**config.mk**
```make
export PLATFORM = sky130hd
export DESIGN_NAME = bus_strobe_gen
export DESIGN_NICKNAME = d
export VERILOG_FILES = /design/src/rtl/bsg_pkg.sv /design/src/rtl/bsg_lane_decode.sv /design/src/rtl/bsg_cycle_decode.sv /design/src/rtl/bsg_boot_cfg.sv /design/src/rtl/bus_strobe_gen.sv
export SDC_FILE = /design/constraint.sdc
export NUM_CORES = 1
export LEC_CHECK = 0
export ABC_AREA = 1
export BUFFER_PORTS_ARGS = -buffer_cell sky130_fd_sc_hd__buf_2
export CORE_AREA = 2 2 39 41
export CTS_CLUSTER_DIAMETER = 60
export DETAILED_ROUTE_END_ITERATION = 12
export DIE_AREA = 0 0 41 43
export GPL_ROUTABILITY_DRIVEN = 0
export GPL_TIMING_DRIVEN = 0
export PLACE_DENSITY = 0.65
export SYNTH_ARGS = -nofsm -noshare
export SYNTH_HDL_FRONTEND = slang
export SYNTH_SLANG_ARGS = --single-unit
export TNS_END_PERCENT = 20
```
**constraint.sdc**
```tcl
create_clock -name clk -period 2.5 [get_ports clk]
set_input_delay 0.375 -clock clk [delete_from_list [all_inputs] [get_ports clk]]
set_output_delay 0.375 -clock clk [all_outputs]
set_load 0.02 [all_outputs]
```
**src/rtl/bsg_pkg.sv**
```systemverilog
// Shared types for the bus strobe generator.
// Assumes a two-bit access kind code and a six-strobe bundle for
// everything except the boot flag, which has its own register.
package bsg_pkg;

    typedef enum logic [1:0] {
        ACC_FETCH = 2'b00,
        ACC_READ  = 2'b01,
        ACC_WRITE = 2'b10,
        ACC_NONE  = 2'b11
    } acc_kind_e;

    typedef struct packed {
        logic fetch;
        logic mem_rw;
        logic upper;
        logic lower;
        logic ext_sel_n;
        logic ext_rw;
    } strobes_t;

    localparam strobes_t STROBES_RESET = '{1'b1, 1'b1, 1'b1, 1'b1, 1'b1, 1'b1};
    localparam strobes_t STROBES_IDLE  = '{1'b0, 1'b1, 1'b0, 1'b0, 1'b1, 1'b1};

endpackage

```
**src/rtl/bsg_lane_decode.sv**
```systemverilog
// Byte-lane decode for the memory data bus.
// Lane 1 is the upper byte and lane 0 the lower byte. A word access
// enables every lane. A byte access enables the upper lane when the
// address LSB is 0 and the lower lane when it is 1.
// Assumes LANES is 2. The generate loop keeps the lane slice explicit.
module bsg_lane_decode #(
    parameter int LANES = 2
) (
    input  logic             word,
    input  logic             addr_lsb,
    output logic [LANES-1:0] lane_en
);

    localparam int LAST = LANES - 1;

    for (genvar g = 0; g < LANES; g++) begin : g_lane
        // Each lane is on for a word, or for a byte whose address selects it.
        localparam logic PICK_LSB = (g == LAST) ? 1'b0 : 1'b1;
        always_comb begin
            lane_en[g] = word || (addr_lsb == PICK_LSB);
        end
    end

endmodule

```
**src/rtl/bsg_cycle_decode.sv**
```systemverilog
// Combinational decode of one access request into the next cycle's strobes.
// A fetch always uses the memory bus as a full word. Data accesses go
// to the memory bus or the extension bus as req_ext selects. Kind
// ACC_NONE and an invalid request both give the idle pattern.
module bsg_cycle_decode
    import bsg_pkg::*;
(
    input  logic       valid,
    input  logic [1:0] kind,
    input  logic       ext,
    input  logic       word,
    input  logic       addr_lsb,
    output strobes_t   next
);

    logic [1:0] lanes;
    acc_kind_e  k;

    bsg_lane_decode #(.LANES(2)) u_lanes (
        .word     (word),
        .addr_lsb (addr_lsb),
        .lane_en  (lanes)
    );

    // Pick the strobe pattern for the access kind and bus.
    always_comb begin
        k    = acc_kind_e'(kind);
        next = STROBES_IDLE;
        if (valid) begin
            unique case (k)
                ACC_FETCH: begin
                    next.fetch = 1'b1;
                    next.upper = 1'b1;
                    next.lower = 1'b1;
                end
                ACC_READ, ACC_WRITE: begin
                    if (ext) begin
                        next.ext_sel_n = 1'b0;
                        next.ext_rw    = (k != ACC_WRITE);
                    end else begin
                        next.mem_rw = (k != ACC_WRITE);
                        next.upper  = lanes[1];
                        next.lower  = lanes[0];
                    end
                end
                default: next = STROBES_IDLE;
            endcase
        end
    end

endmodule

```
**src/rtl/bsg_boot_cfg.sv**
```systemverilog
// Boot-space flag register.
// Loads the selected bit of a configuration word when a write strobe
// arrives and holds it otherwise. Synchronous active-low reset sets
// the flag to 1.
module bsg_boot_cfg #(
    parameter int CFG_W    = 16,
    parameter int BOOT_BIT = 3
) (
    input  logic             clk,
    input  logic             rst_n,
    input  logic             wr_en,
    input  logic [CFG_W-1:0] wr_data,
    output logic             boot
);

    logic unused_cfg_bits;

    // The other configuration bits have no function in this block.
    always_comb unused_cfg_bits = ^wr_data;

    // Capture the boot bit on a configuration write.
    always_ff @(posedge clk) begin
        if (!rst_n)     boot <= 1'b1;
        else if (wr_en) boot <= wr_data[BOOT_BIT];
    end


    boot_load_chk: assert property (@(posedge clk) disable iff (!rst_n)
        wr_en |=> (boot == $past(wr_data[BOOT_BIT])));


    boot_hold_chk: assert property (@(posedge clk) disable iff (!rst_n)
        (!wr_en && $past(rst_n)) |=> $stable(boot));

endmodule

```
**src/rtl/bus_strobe_gen.sv**
```systemverilog
// Bus cycle strobe generator (top).
// Registers the decoded strobes once per processor cycle, so every
// strobe is stable from one rising edge to the next. Reset is
// synchronous and active low and drives every output to 1.
// Assumes the request inputs are valid at each rising clock edge.
module bus_strobe_gen
    import bsg_pkg::*;
#(
    parameter int CFG_W    = 16,
    parameter int BOOT_BIT = 3
) (
    input  logic             clk,
    input  logic             rst_n,
    input  logic             req_valid,
    input  logic [1:0]       req_kind,
    input  logic             req_ext,
    input  logic             req_word,
    input  logic             req_addr_lsb,
    input  logic             cfg_wr_en,
    input  logic [CFG_W-1:0] cfg_wr_data,
    output logic             fetch_o,
    output logic             boot_o,
    output logic             mem_rw_o,
    output logic             upper_sel_o,
    output logic             lower_sel_o,
    output logic             ext_sel_n_o,
    output logic             ext_rw_o
);

    strobes_t next_s;
    strobes_t cur_s;

    bsg_cycle_decode u_decode (
        .valid    (req_valid),
        .kind     (req_kind),
        .ext      (req_ext),
        .word     (req_word),
        .addr_lsb (req_addr_lsb),
        .next     (next_s)
    );

    bsg_boot_cfg #(.CFG_W(CFG_W), .BOOT_BIT(BOOT_BIT)) u_boot (
        .clk     (clk),
        .rst_n   (rst_n),
        .wr_en   (cfg_wr_en),
        .wr_data (cfg_wr_data),
        .boot    (boot_o)
    );

    // Launch the new strobe set at the start of each processor cycle.
    always_ff @(posedge clk) begin
        if (!rst_n) cur_s <= STROBES_RESET;
        else        cur_s <= next_s;
    end

    // Drive the ports from the strobe register.
    always_comb begin
        fetch_o     = cur_s.fetch;
        mem_rw_o    = cur_s.mem_rw;
        upper_sel_o = cur_s.upper;
        lower_sel_o = cur_s.lower;
        ext_sel_n_o = cur_s.ext_sel_n;
        ext_rw_o    = cur_s.ext_rw;
    end


    mem_write_only_chk: assert property (@(posedge clk) disable iff (!rst_n)
        (!mem_rw_o && $past(rst_n)) |->
            $past(req_valid && req_kind == 2'b10 && !req_ext));


    fetch_full_word_chk: assert property (@(posedge clk) disable iff (!rst_n)
        (req_valid && req_kind == 2'b00) |=> (fetch_o && upper_sel_o && lower_sel_o));


    byte_one_lane_chk: assert property (@(posedge clk) disable iff (!rst_n)
        (req_valid && !req_ext && !req_word && (req_kind == 2'b01 || req_kind == 2'b10))
            |=> ($countones({upper_sel_o, lower_sel_o}) == 1));


    ext_rw_inside_sel_chk: assert property (@(posedge clk) disable iff (!rst_n)
        !ext_rw_o |-> !ext_sel_n_o);


    idle_pattern_chk: assert property (@(posedge clk) disable iff (!rst_n)
        !req_valid |=> (!fetch_o && !upper_sel_o && !lower_sel_o && mem_rw_o && ext_sel_n_o && ext_rw_o));

endmodule

```
==> results.md <==
- Clock skew: 0 ps
- Synth-to-Final Area Change: 42.1%
- Commonest non-fill, non-tap cells in the layout: buf_2, nand2_1, inv_1
- Crit-path max cell delay: 320 ps
- TNS Setup: 0 ps
- Netlist cell types: 9
- GRT Overall Usage: 0.0653
- CORE AREA: 0.00138 mm2
- Initial antenna violation count: 0
- Power Dens Cells: 599 mW/mm2
- Largest net degree at the start of global routing: 7
- DRC: 0
- Worst setup path class: register to primary output
- Outcome: completed
- Leak: 0.237 nW
- Routed wire per std cell: 6.87 um
- Fillers: 150
- Area leader, netlist: dfxtp_1
- Vias in the first global route: about 220
- Leading post-synthesis cells by cell area: dfxtp_1, nand2_1, ha_1
- CTS resizes: 0
- Num CTS Buffers: 3
- Endpoint type of the worst setup path: primary output
- Clk slew on worst S/H paths: 50 ps
- Mean post-synth cell area: 7.70 um2
- Design Power: about 260 uW
- CTS Buffer Depth: 2
- Hold path endpoint: mem_rw_o$_SDFF_PP1_
- Endpoints failing hold: 0
- Cell Area, Synth: 300 um2
- Tmin final: 1100 ps
- Count of warnings emitted by yosys: 0
- CTS tree: built
- Antenna viol nets, final: 0
- Sequential area share after synthesis: 0.467
- Via count: between 200 and 300
- Crit path cell chain: buf_2
- R2r setup slk: 1930 ps
- Crit path depth: 1
- Skew-Pair Late Insertion Delay: approximately 240 ps
- Number of clock sinks: 7
- Die area: ~0.0018 mm2
- Reg2reg start: u_boot.boot$_SDFFE_PN1P_
- Clk root buf: clkbuf_4
- DP Cell Count: 71
- H-tree levels: 1
- IO Count: 32
- VDD IR max: 0.105 mV
- MaxCap Viol Count: 0
- Via density: approximately 3.7
- First-pass GRT wire length: around 740 um
- Worst-Margin Slew: 141 ps
- GRT overflow: 0
- Slowest library cell on the worst path: dfxtp_1
- Die Span Y: between 40 and 50 um
- Cell area after layout: 427 um2
- # rows: 14
- Critical register-to-register path endpoint: u_boot.boot$_SDFFE_PN1P_
- Hold depth: 2
- # hold bufs at CTS: 0
- Layout cells sized above 1: 0.373
- Top cell type's share of synthesized area: 0.467
- Cells after Synth: 39
- Post-DP Area: 400 um2
- Cell Count, Final, Fillers Out: 75
- Top Family by Delay on Critical Path: flip-flops
- Routed Wire Length: roughly 520 um
- Worst Setup Start Kind: register
- CP arrival: 730 ps
- Syn Nets: 67
- Final setup viols: 0
- Synthesis-stage register bit count: 7
- Initial DRC count: 2
- Final HPWL DP: 431 um
- Period utilization: 0.441
- Initial Util: 0.217
- WHS: 347 ps
- CP Data Required Time: 2120 ps
- Final net count: 88
- Port Buf Inserts: 16
- Max Fclk: 907 MHz
- CP bufs+invs: 1
- Leading cell type in the layout, fill and taps excluded: buf_2
- Final Max Slew Viols: 0
- Relative slew slack: 0.906
- Die W: 41 um
- Ant diodes: 0
- First-pass iteration count of the detailed router: 2
- Area occupied by registers: 140 um2
- Max FO, Critical Path: 2
- Area of the multi-input gates: 130 um2
- HP Class: primary input to register
- Min-delay src: req_valid
- RSZ-0062 raised after global routing: false
- R2R depth: 2
- # Post-CTS Setup Buffers: 0
cells in the mapped netlist, drive strengths merged:
cell type / number
nand2: 16
inv: 8
dfxtp: 7
ha: 3
nor2: 3
nand4: 1
o211ai: 1
sequential cells by signal (all words and copies together), names as in the netlist:
name / count
mem_rw_o: 1
u_boot.boot: 1
upper_sel_o: 1
ext_rw_o: 1
lower_sel_o: 1
ext_sel_n_o: 1
fetch_o: 1
worst max path at each step:
| stage | from | to | slack (ps) |
|---|---|---|---|
| after detailed placement | req_kind[1] | lower_sel_o$_SDFF_PN1_ | 1270 |
| after CTS | u_boot.boot$_SDFFE_PN1P_ | boot_o | 1380 |
| after floorplan | req_kind[0] | upper_sel_o$_SDFF_PN1_ | 1420 |
| final | u_boot.boot$_SDFFE_PN1P_ | boot_o | 1400 |
| after global placement | req_kind[0] | upper_sel_o$_SDFF_PN1_ | 1270 |
| after global routing | u_boot.boot$_SDFFE_PN1P_ | boot_o | 1350 |
layer usage:
| metal | track usage | vias up | part of all wire |
|---|---|---|---|
| met5 | 0 | - | 0 |
| met3 | 0 | 2 | 0.12 |
| met2 | 0.0906 | 15 | 0.44 |
| met1 | 0.0677 | 104 | 0.40 |
| met4 | 0.100 | 0 | 0.037 |
| li1 | - | 153 | - |
logic make-up (layout without fill, tap and decap cells):
group                    after synthesis  in the layout  share of synthesized area
buffers and inverters                  8             28                      0.100
adder cells (fa/ha/maj)                3              3                      0.125
AND/OR/NAND/NOR                       20             20                      0.283
AO/OA/AOI/OAI                          1              1                     0.0250
flip-flops                             7              7                      0.467
power breakdown:
group          switching, mW  total [mW]  internal, mW
Combinational         0.0234      0.0391        0.0158
Clock                 0.0374      0.0980        0.0606
Sequential           0.00121       0.118         0.117
Total                 0.0620       0.256         0.194
stage by stage:
step / worst slack, ps / utilization
after floorplan: 1420 / -
after global placement: 1270 / 0.289
after detailed placement: 1270 / 0.289
after CTS: 1380 / 0.308
after global routing: 1350 / 0.308
final: 1400 / 0.308
layout make-up:
cell class                 instances  area share
clock buffer                       4      0.0616
inverter                           8      0.0704
multi-input combinational         24       0.305
sequential                         7       0.328
tap                               16      0.0469
timing repair buffer              16       0.188
(Power assumes the default switching activity.)
